$ cat config.mk
export PLATFORM = sky130hd
export DESIGN_NAME = safety_seq_ctrl
export DESIGN_NICKNAME = d
export VERILOG_FILES = /design/src/rtl/fm_pkg.sv /design/src/rtl/fm_fault_merge.sv /design/src/rtl/fm_state_seq.sv /design/src/rtl/fm_out_ctrl.sv /design/src/rtl/safety_seq_ctrl.sv
export SDC_FILE = /design/constraint.sdc
export NUM_CORES = 1
export LEC_CHECK = 0
export ABC_CLOCK_PERIOD_IN_PS = 1900
export BUFFER_PORTS_ARGS = -buffer_cell sky130_fd_sc_hd__clkbuf_2
export CAP_MARGIN = 5
export CORE_AREA = 8 8 45 47
export DETAILED_ROUTE_END_ITERATION = 16
export DIE_AREA = 0 0 53 55
export GPL_TIMING_DRIVEN = 0
export PLACE_DENSITY = 0.6
export SETUP_SLACK_MARGIN = 0.02
export SYNTH_ARGS = -nofsm -noshare
export SYNTH_HDL_FRONTEND = slang
export SYNTH_SLANG_ARGS = --single-unit
$ cat constraint.sdc
create_clock -name clk -period 1.9 [get_ports clk]
set_input_delay 0.19 -clock clk [delete_from_list [all_inputs] [get_ports clk]]
set_output_delay 0.19 -clock clk [all_outputs]
set_load 0.03 [all_outputs]
$ cat src/rtl/fm_pkg.sv
package fm_pkg;
  localparam int STATE_W = 3;

  typedef enum logic [STATE_W-1:0] {
    ST_RESET    = 3'd0,
    ST_INIT     = 3'd1,
    ST_NORMAL   = 3'd2,
    ST_FAULT    = 3'd3,
    ST_DISABLED = 3'd4
  } fm_state_e;
endpackage

$ cat src/rtl/fm_fault_merge.sv
module fm_fault_merge #(
  parameter int W = 4
) (
  input  logic [W-1:0] flags,
  output logic         hit
);
  assign hit = |flags;
endmodule

$ cat src/rtl/fm_state_seq.sv
module fm_state_seq
  import fm_pkg::*;
(
  input  logic      clk,
  input  logic      por_n,
  input  logic      rst_hit,
  input  logic      init_hit,
  input  logic      run_hit,
  input  logic      rst_done,
  input  logic      init_done,
  input  logic      crit,
  output fm_state_e state_q,
  output fm_state_e state_d
);
  logic any_hit;
  fm_state_e safe_st;

  assign any_hit = rst_hit | init_hit | run_hit;
  assign safe_st = crit ? ST_DISABLED : ST_FAULT;

  always_comb begin
    state_d = state_q;
    unique case (state_q)
      ST_RESET: begin
        if (rst_hit)       state_d = safe_st;
        else if (rst_done) state_d = ST_INIT;
      end
      ST_INIT: begin
        if (init_hit)       state_d = safe_st;
        else if (init_done) state_d = ST_NORMAL;
      end
      ST_NORMAL: begin
        if (run_hit) state_d = safe_st;
      end
      ST_FAULT: begin
        if (!any_hit)  state_d = ST_INIT;
        else if (crit) state_d = ST_DISABLED;
      end
      ST_DISABLED: state_d = ST_DISABLED;
      default:     state_d = ST_RESET;
    endcase
  end

  always_ff @(posedge clk or negedge por_n) begin
    if (!por_n) state_q <= ST_RESET;
    else        state_q <= state_d;
  end

  assert_disabled_latched_R11: assert property (@(posedge clk) disable iff (!por_n)
    state_q == ST_DISABLED |=> state_q == ST_DISABLED);

  assert_normal_via_init_R4: assert property (@(posedge clk) disable iff (!por_n)
    $rose(state_q == ST_NORMAL) |-> $past(state_q) == ST_INIT);

  assert_run_fault_R6: assert property (@(posedge clk) disable iff (!por_n)
    (state_q == ST_NORMAL && run_hit && !crit) |=> state_q == ST_FAULT);

  assert_run_critical_R7: assert property (@(posedge clk) disable iff (!por_n)
    (state_q == ST_NORMAL && run_hit && crit) |=> state_q == ST_DISABLED);

  assert_fault_clear_R9: assert property (@(posedge clk) disable iff (!por_n)
    (state_q == ST_FAULT && !any_hit) |=> state_q == ST_INIT);

  assert_fault_hold_R9: assert property (@(posedge clk) disable iff (!por_n)
    (state_q == ST_FAULT && any_hit && !crit) |=> state_q == ST_FAULT);

  assert_fault_escalate_R10: assert property (@(posedge clk) disable iff (!por_n)
    (state_q == ST_FAULT && any_hit && crit) |=> state_q == ST_DISABLED);

  assert_crit_alone_R12: assert property (@(posedge clk) disable iff (!por_n)
    (!any_hit && state_q != ST_FAULT && !rst_done && !init_done) |=> $stable(state_q));
endmodule

$ cat src/rtl/fm_out_ctrl.sv
module fm_out_ctrl
  import fm_pkg::*;
(
  input  logic      clk,
  input  logic      por_n,
  input  fm_state_e state_d,
  output logic      osc_en_q,
  output logic      out_en_q
);
  always_ff @(posedge clk or negedge por_n) begin
    if (!por_n) begin
      osc_en_q <= 1'b0;
      out_en_q <= 1'b0;
    end else begin
      osc_en_q <= (state_d == ST_INIT) || (state_d == ST_NORMAL);
      out_en_q <= (state_d == ST_NORMAL);
    end
  end

  assert_out_needs_osc_R5: assert property (@(posedge clk) disable iff (!por_n)
    out_en_q |-> osc_en_q);
endmodule

$ cat src/rtl/safety_seq_ctrl.sv
module safety_seq_ctrl
  import fm_pkg::*;
#(
  parameter int N_RST   = 12,
  parameter int N_INIT  = 6,
  parameter int N_RUN_A = 5,
  parameter int N_RUN_B = 2
) (
  input  logic               clk,
  input  logic               por_n,
  input  logic [N_RST-1:0]   rst_chk_fail,
  input  logic               rst_chk_done,
  input  logic [N_INIT-1:0]  init_chk_fail,
  input  logic               init_chk_done,
  input  logic [N_RUN_A-1:0] run_a_fail,
  input  logic [N_RUN_B-1:0] run_b_fail,
  input  logic               fault_critical,
  output logic               osc_drv_en,
  output logic               out_en,
  output logic [STATE_W-1:0] state_code
);
  logic rst_hit, init_hit, run_a_hit, run_b_hit, run_hit;
  fm_state_e state_q, state_d;

  fm_fault_merge #(.W(N_RST))   u_rst_merge  (.flags(rst_chk_fail),  .hit(rst_hit));
  fm_fault_merge #(.W(N_INIT))  u_init_merge (.flags(init_chk_fail), .hit(init_hit));
  fm_fault_merge #(.W(N_RUN_A)) u_runa_merge (.flags(run_a_fail),    .hit(run_a_hit));
  fm_fault_merge #(.W(N_RUN_B)) u_runb_merge (.flags(run_b_fail),    .hit(run_b_hit));

  assign run_hit = run_a_hit | run_b_hit;

  fm_state_seq u_seq (
    .clk       (clk),
    .por_n     (por_n),
    .rst_hit   (rst_hit),
    .init_hit  (init_hit),
    .run_hit   (run_hit),
    .rst_done  (rst_chk_done),
    .init_done (init_chk_done),
    .crit      (fault_critical),
    .state_q   (state_q),
    .state_d   (state_d)
  );

  fm_out_ctrl u_out (
    .clk      (clk),
    .por_n    (por_n),
    .state_d  (state_d),
    .osc_en_q (osc_drv_en),
    .out_en_q (out_en)
  );

  assign state_code = state_q;

  assert_out_en_match_R5: assert property (@(posedge clk) disable iff (!por_n)
    out_en == (state_q == ST_NORMAL));

  assert_osc_match_R5: assert property (@(posedge clk) disable iff (!por_n)
    osc_drv_en == (state_q == ST_INIT || state_q == ST_NORMAL));

  assert_safe_outputs_R11: assert property (@(posedge clk) disable iff (!por_n)
    (state_q == ST_DISABLED || state_q == ST_FAULT) |-> (!out_en && !osc_drv_en));
endmodule

==> results.py <==
metrics = {
    "setup_path": {
        "crit_chain": "clkbuf_2, or4_4, or2_1, nor3_1, o311ai_1, xor2_1",
        "reg2reg_to": "u_out.osc_en_q",
        "worstRegToRegCells": 4,
        "worstSetupEndpointType": "flip-flop",
        "r2r_slack_ns": 0.38,
        "arrival_ns": 1.74,
        "startpoint_type": "input pin",
        "r2r_start": "u_seq.state_q[0]",
        "critPathMaxStageDelay_ns": 0.53,
        "worst_ep_required_time_ns": 2.00,
        "cp_max_fo": 3,
        "cpMaxStageDelayCell": "or4_4",
        "crit_path_start": "run_a_fail[2]",
        "crit_type": "in -> reg",
    },
    "floorplan": {
        "die_w_um": 53,
        "fp-row-count": 14,
        "die_h_um": 55,
        "dieArea_sq_um": 2920,
        "io-pin-count": 35,
        "start_util": 0.270,
        "core_sq_um": 1380,
    },
    "drt": {
        "drtIter0Drc": 2,
        "vias": 469,
        "via_per_inst": 4.89,
        "wl_per_cell_um": 11.7,
        "firstDrtPassIters": 3,
        "route.detailed.drc": 0,
        "antenna_left": 0,
        "routed_wl_mm": 1.13,
    },
    "yosys": {
        "synth-seq-cells": 5,
        "syn_area_per_cell_sq_um": 9.12,
        "synth-adder-area-share": 0,
        "synthXorXnorAreaFrac": 0.0234,
        "synth_flop_cell": "dfrtp_1",
        "yosysUniqueCellTypes": 27,
        "synth_top_area_share": 0.334,
        "synth_top_family_by_area": "simple AND/OR/NAND/NOR gates",
        "synth_nets": 71,
        "yosysTopAreaCell": "dfrtp_1",
        "postSynth.asyncResetShare": 1.00,
        "syn_area_sq_um": 374,
        "synth_compound_area_frac": 0.241,
        "ys_warn_count": 0,
        "yosysSeqAreaShare": 0.334,
        "synth_mux_area_frac": 0.0301,
        "synthCells": 41,
        "synth_area_leaders": "dfrtp_1 33%, nor4_1 6.7%, nor2b_1 5.0%, nor4_2 3.3%, o31ai_2 3.3%",
        "synth_edf_count": 0,
        "synth-simple-area-share": 0.361,
    },
    "placement": {
        "io_buffers": 34,
        "dp.cells": 91,
        "place.gp.congestion": 0.690,
        "dpl.hpwl_mm": 1.03,
        "place_ws_ns": 0.00521,
    },
    "clock_tree": {
        "clk-insertion-delay-late_ns": 0.24,
        "clockRootBuffer": "clkbuf_4",
        "post_cts_resized": 0,
        "clk_path_buf_depth": 2,
        "cts_setup_buffers": 0,
        "cts_tree": "done",
        "h-tree-depth": 1,
        "clk_pin_slew_ns": 0.04,
        "cts_made_buffers": 3,
        "cts_sinks": 5,
    },
    "sta": {
        "clock_skew_ns": 0.00201,
        "worst_pin_slew_ns": 0.486,
        "fin_ws_ns": 0.252,
        "max_freq_ghz": 0.607,
        "layout_min_cycle_time_ns": 1.65,
        "setup_tns_ns": 0,
        "hold_viol": 0,
        "relSlewSlack": 0.671,
        "slew_viol_final": 0,
        "period_share": 0.867,
        "rsz0062_at_grt": "no",
        "hold_ws_ns": 0.297,
        "finalSetupViolCount": 0,
    },
    "finish": {
        "fin_nets": 111,
        "layout_common_cells": "34 x clkbuf_2, 5 x dfrtp_1, 4 x nor4_1",
        "antennaDiodeCount": 0,
        "fin_cells": 96,
        "syn_to_final_growth_pct": 60.5,
        "fill_cells": 152,
        "layout-drive-gt1-share": 0.525,
        "layout_commonest_cell": "clkbuf_2",
    },
    "global_routing": {
        "grt_pass1_wl_mm": 1.70,
        "gr-usage-all-layers": 0.0762,
        "grt_start_max_net_pins": 10,
        "grt_overflow": 0,
        "antenna_found_initial": 0,
        "grt_pass1_vias": 442,
    },
    "power_and_ir_drop": {
        "irDropWorstVdd_mv": 0.473,
        "power_density_nw_per_um2": 1060,
        "leakage_uw": 0.000299,
    },
    "run_status": {
        "status": "completed",
    },
    "job": {
        "max-cap-violations": 0,
    },
    "worst_hold_path": {
        "worstHoldPathType": "in -> async",
    },
}
[synthesized netlist by cell type, drive strengths merged, types with 2 or more instances]
library cell	number
nand3	2
dfrtp	5
nand2	2
nor4	5
nor3	2
nor2	2
o21ai	2
nor2b	3
[worst max path at each step]
stage	to	slack, ns	cells after the start
final	u_out.osc_en_q	0.25	6
after global routing	u_out.osc_en_q	0.15	6
after CTS	u_out.osc_en_q	0.25	6
after detailed placement	u_out.osc_en_q	0.005	6
after global placement	u_out.osc_en_q	0.01	6
after floorplan	u_out.osc_en_q	0.22	5
[report_power, final]
part / internal [uW] / switching, uW / leakage (uW)
registers: 154 / 44.0 / 0.0000631
clock network: 79.2 / 40.0 / 0.0000150
logic: 129 / 191 / 0.000221
[metal layers]
metal | GRT usage | share of wire | vias to the layer above | wire length [um]
li1 | - | - | 240 | -
met1 | 0.0783 | 0.34 | 204 | 386
met2 | 0.121 | 0.45 | 25 | 508
met3 | 0.0374 | 0.21 | 0 | 232
met4 | 0.0517 | 0 | 0 | 0
met5 | 0 | 0 | - | 0
[repair_timing]
action                                  in CTS  in global routing
endpoints found under the hold margin        5                  0
endpoints found under the setup margin       0                  0
hold buffers                                 1                  0
[cells by family after synthesis]
logic type,after synthesis
AND/OR/NAND/NOR,22
AO/OA/AOI/OAI,11
flip-flops,5
XOR/XNOR,1
multiplexers,1
buffers and inverters,1
[sequential cells by signal (all words and copies together), names as in the netlist]
signal and cells:
u_out.out_en_q 1, u_out.osc_en_q 1, u_seq.state_q 3
[worst max-delay path: cells and delay by family]
family / cells / cell delay (ns)
buf+inv: 1 / 0.08
simple gates: 3 / 1.06
compound gates: 1 / 0.21
xor+xnor: 1 / 0.20
[through the flow]
step                      power [uW]  utilization  area [sq um]
after floorplan                  414            -           374
after global placement           521        0.408           564
after detailed placement         524        0.408           564
after CTS                        653        0.434           601
after global routing             685        0.434           601
final                            636        0.434           601
[final cells by class]
| class | instances | area, sq um | share of cell area |
|---|---|---|---|
| clock buffers | 4 | 26.3 | 0.0438 |
| inverters | 1 | 3.75 | 0.00625 |
| multi-input cells | 35 | 245 | 0.408 |
| flip-flops and latches | 5 | 125 | 0.208 |
| well taps | 16 | 20.0 | 0.0333 |
| repair buffers | 35 | 180 | 0.300 |
Power figures use the tool's default switching activity.
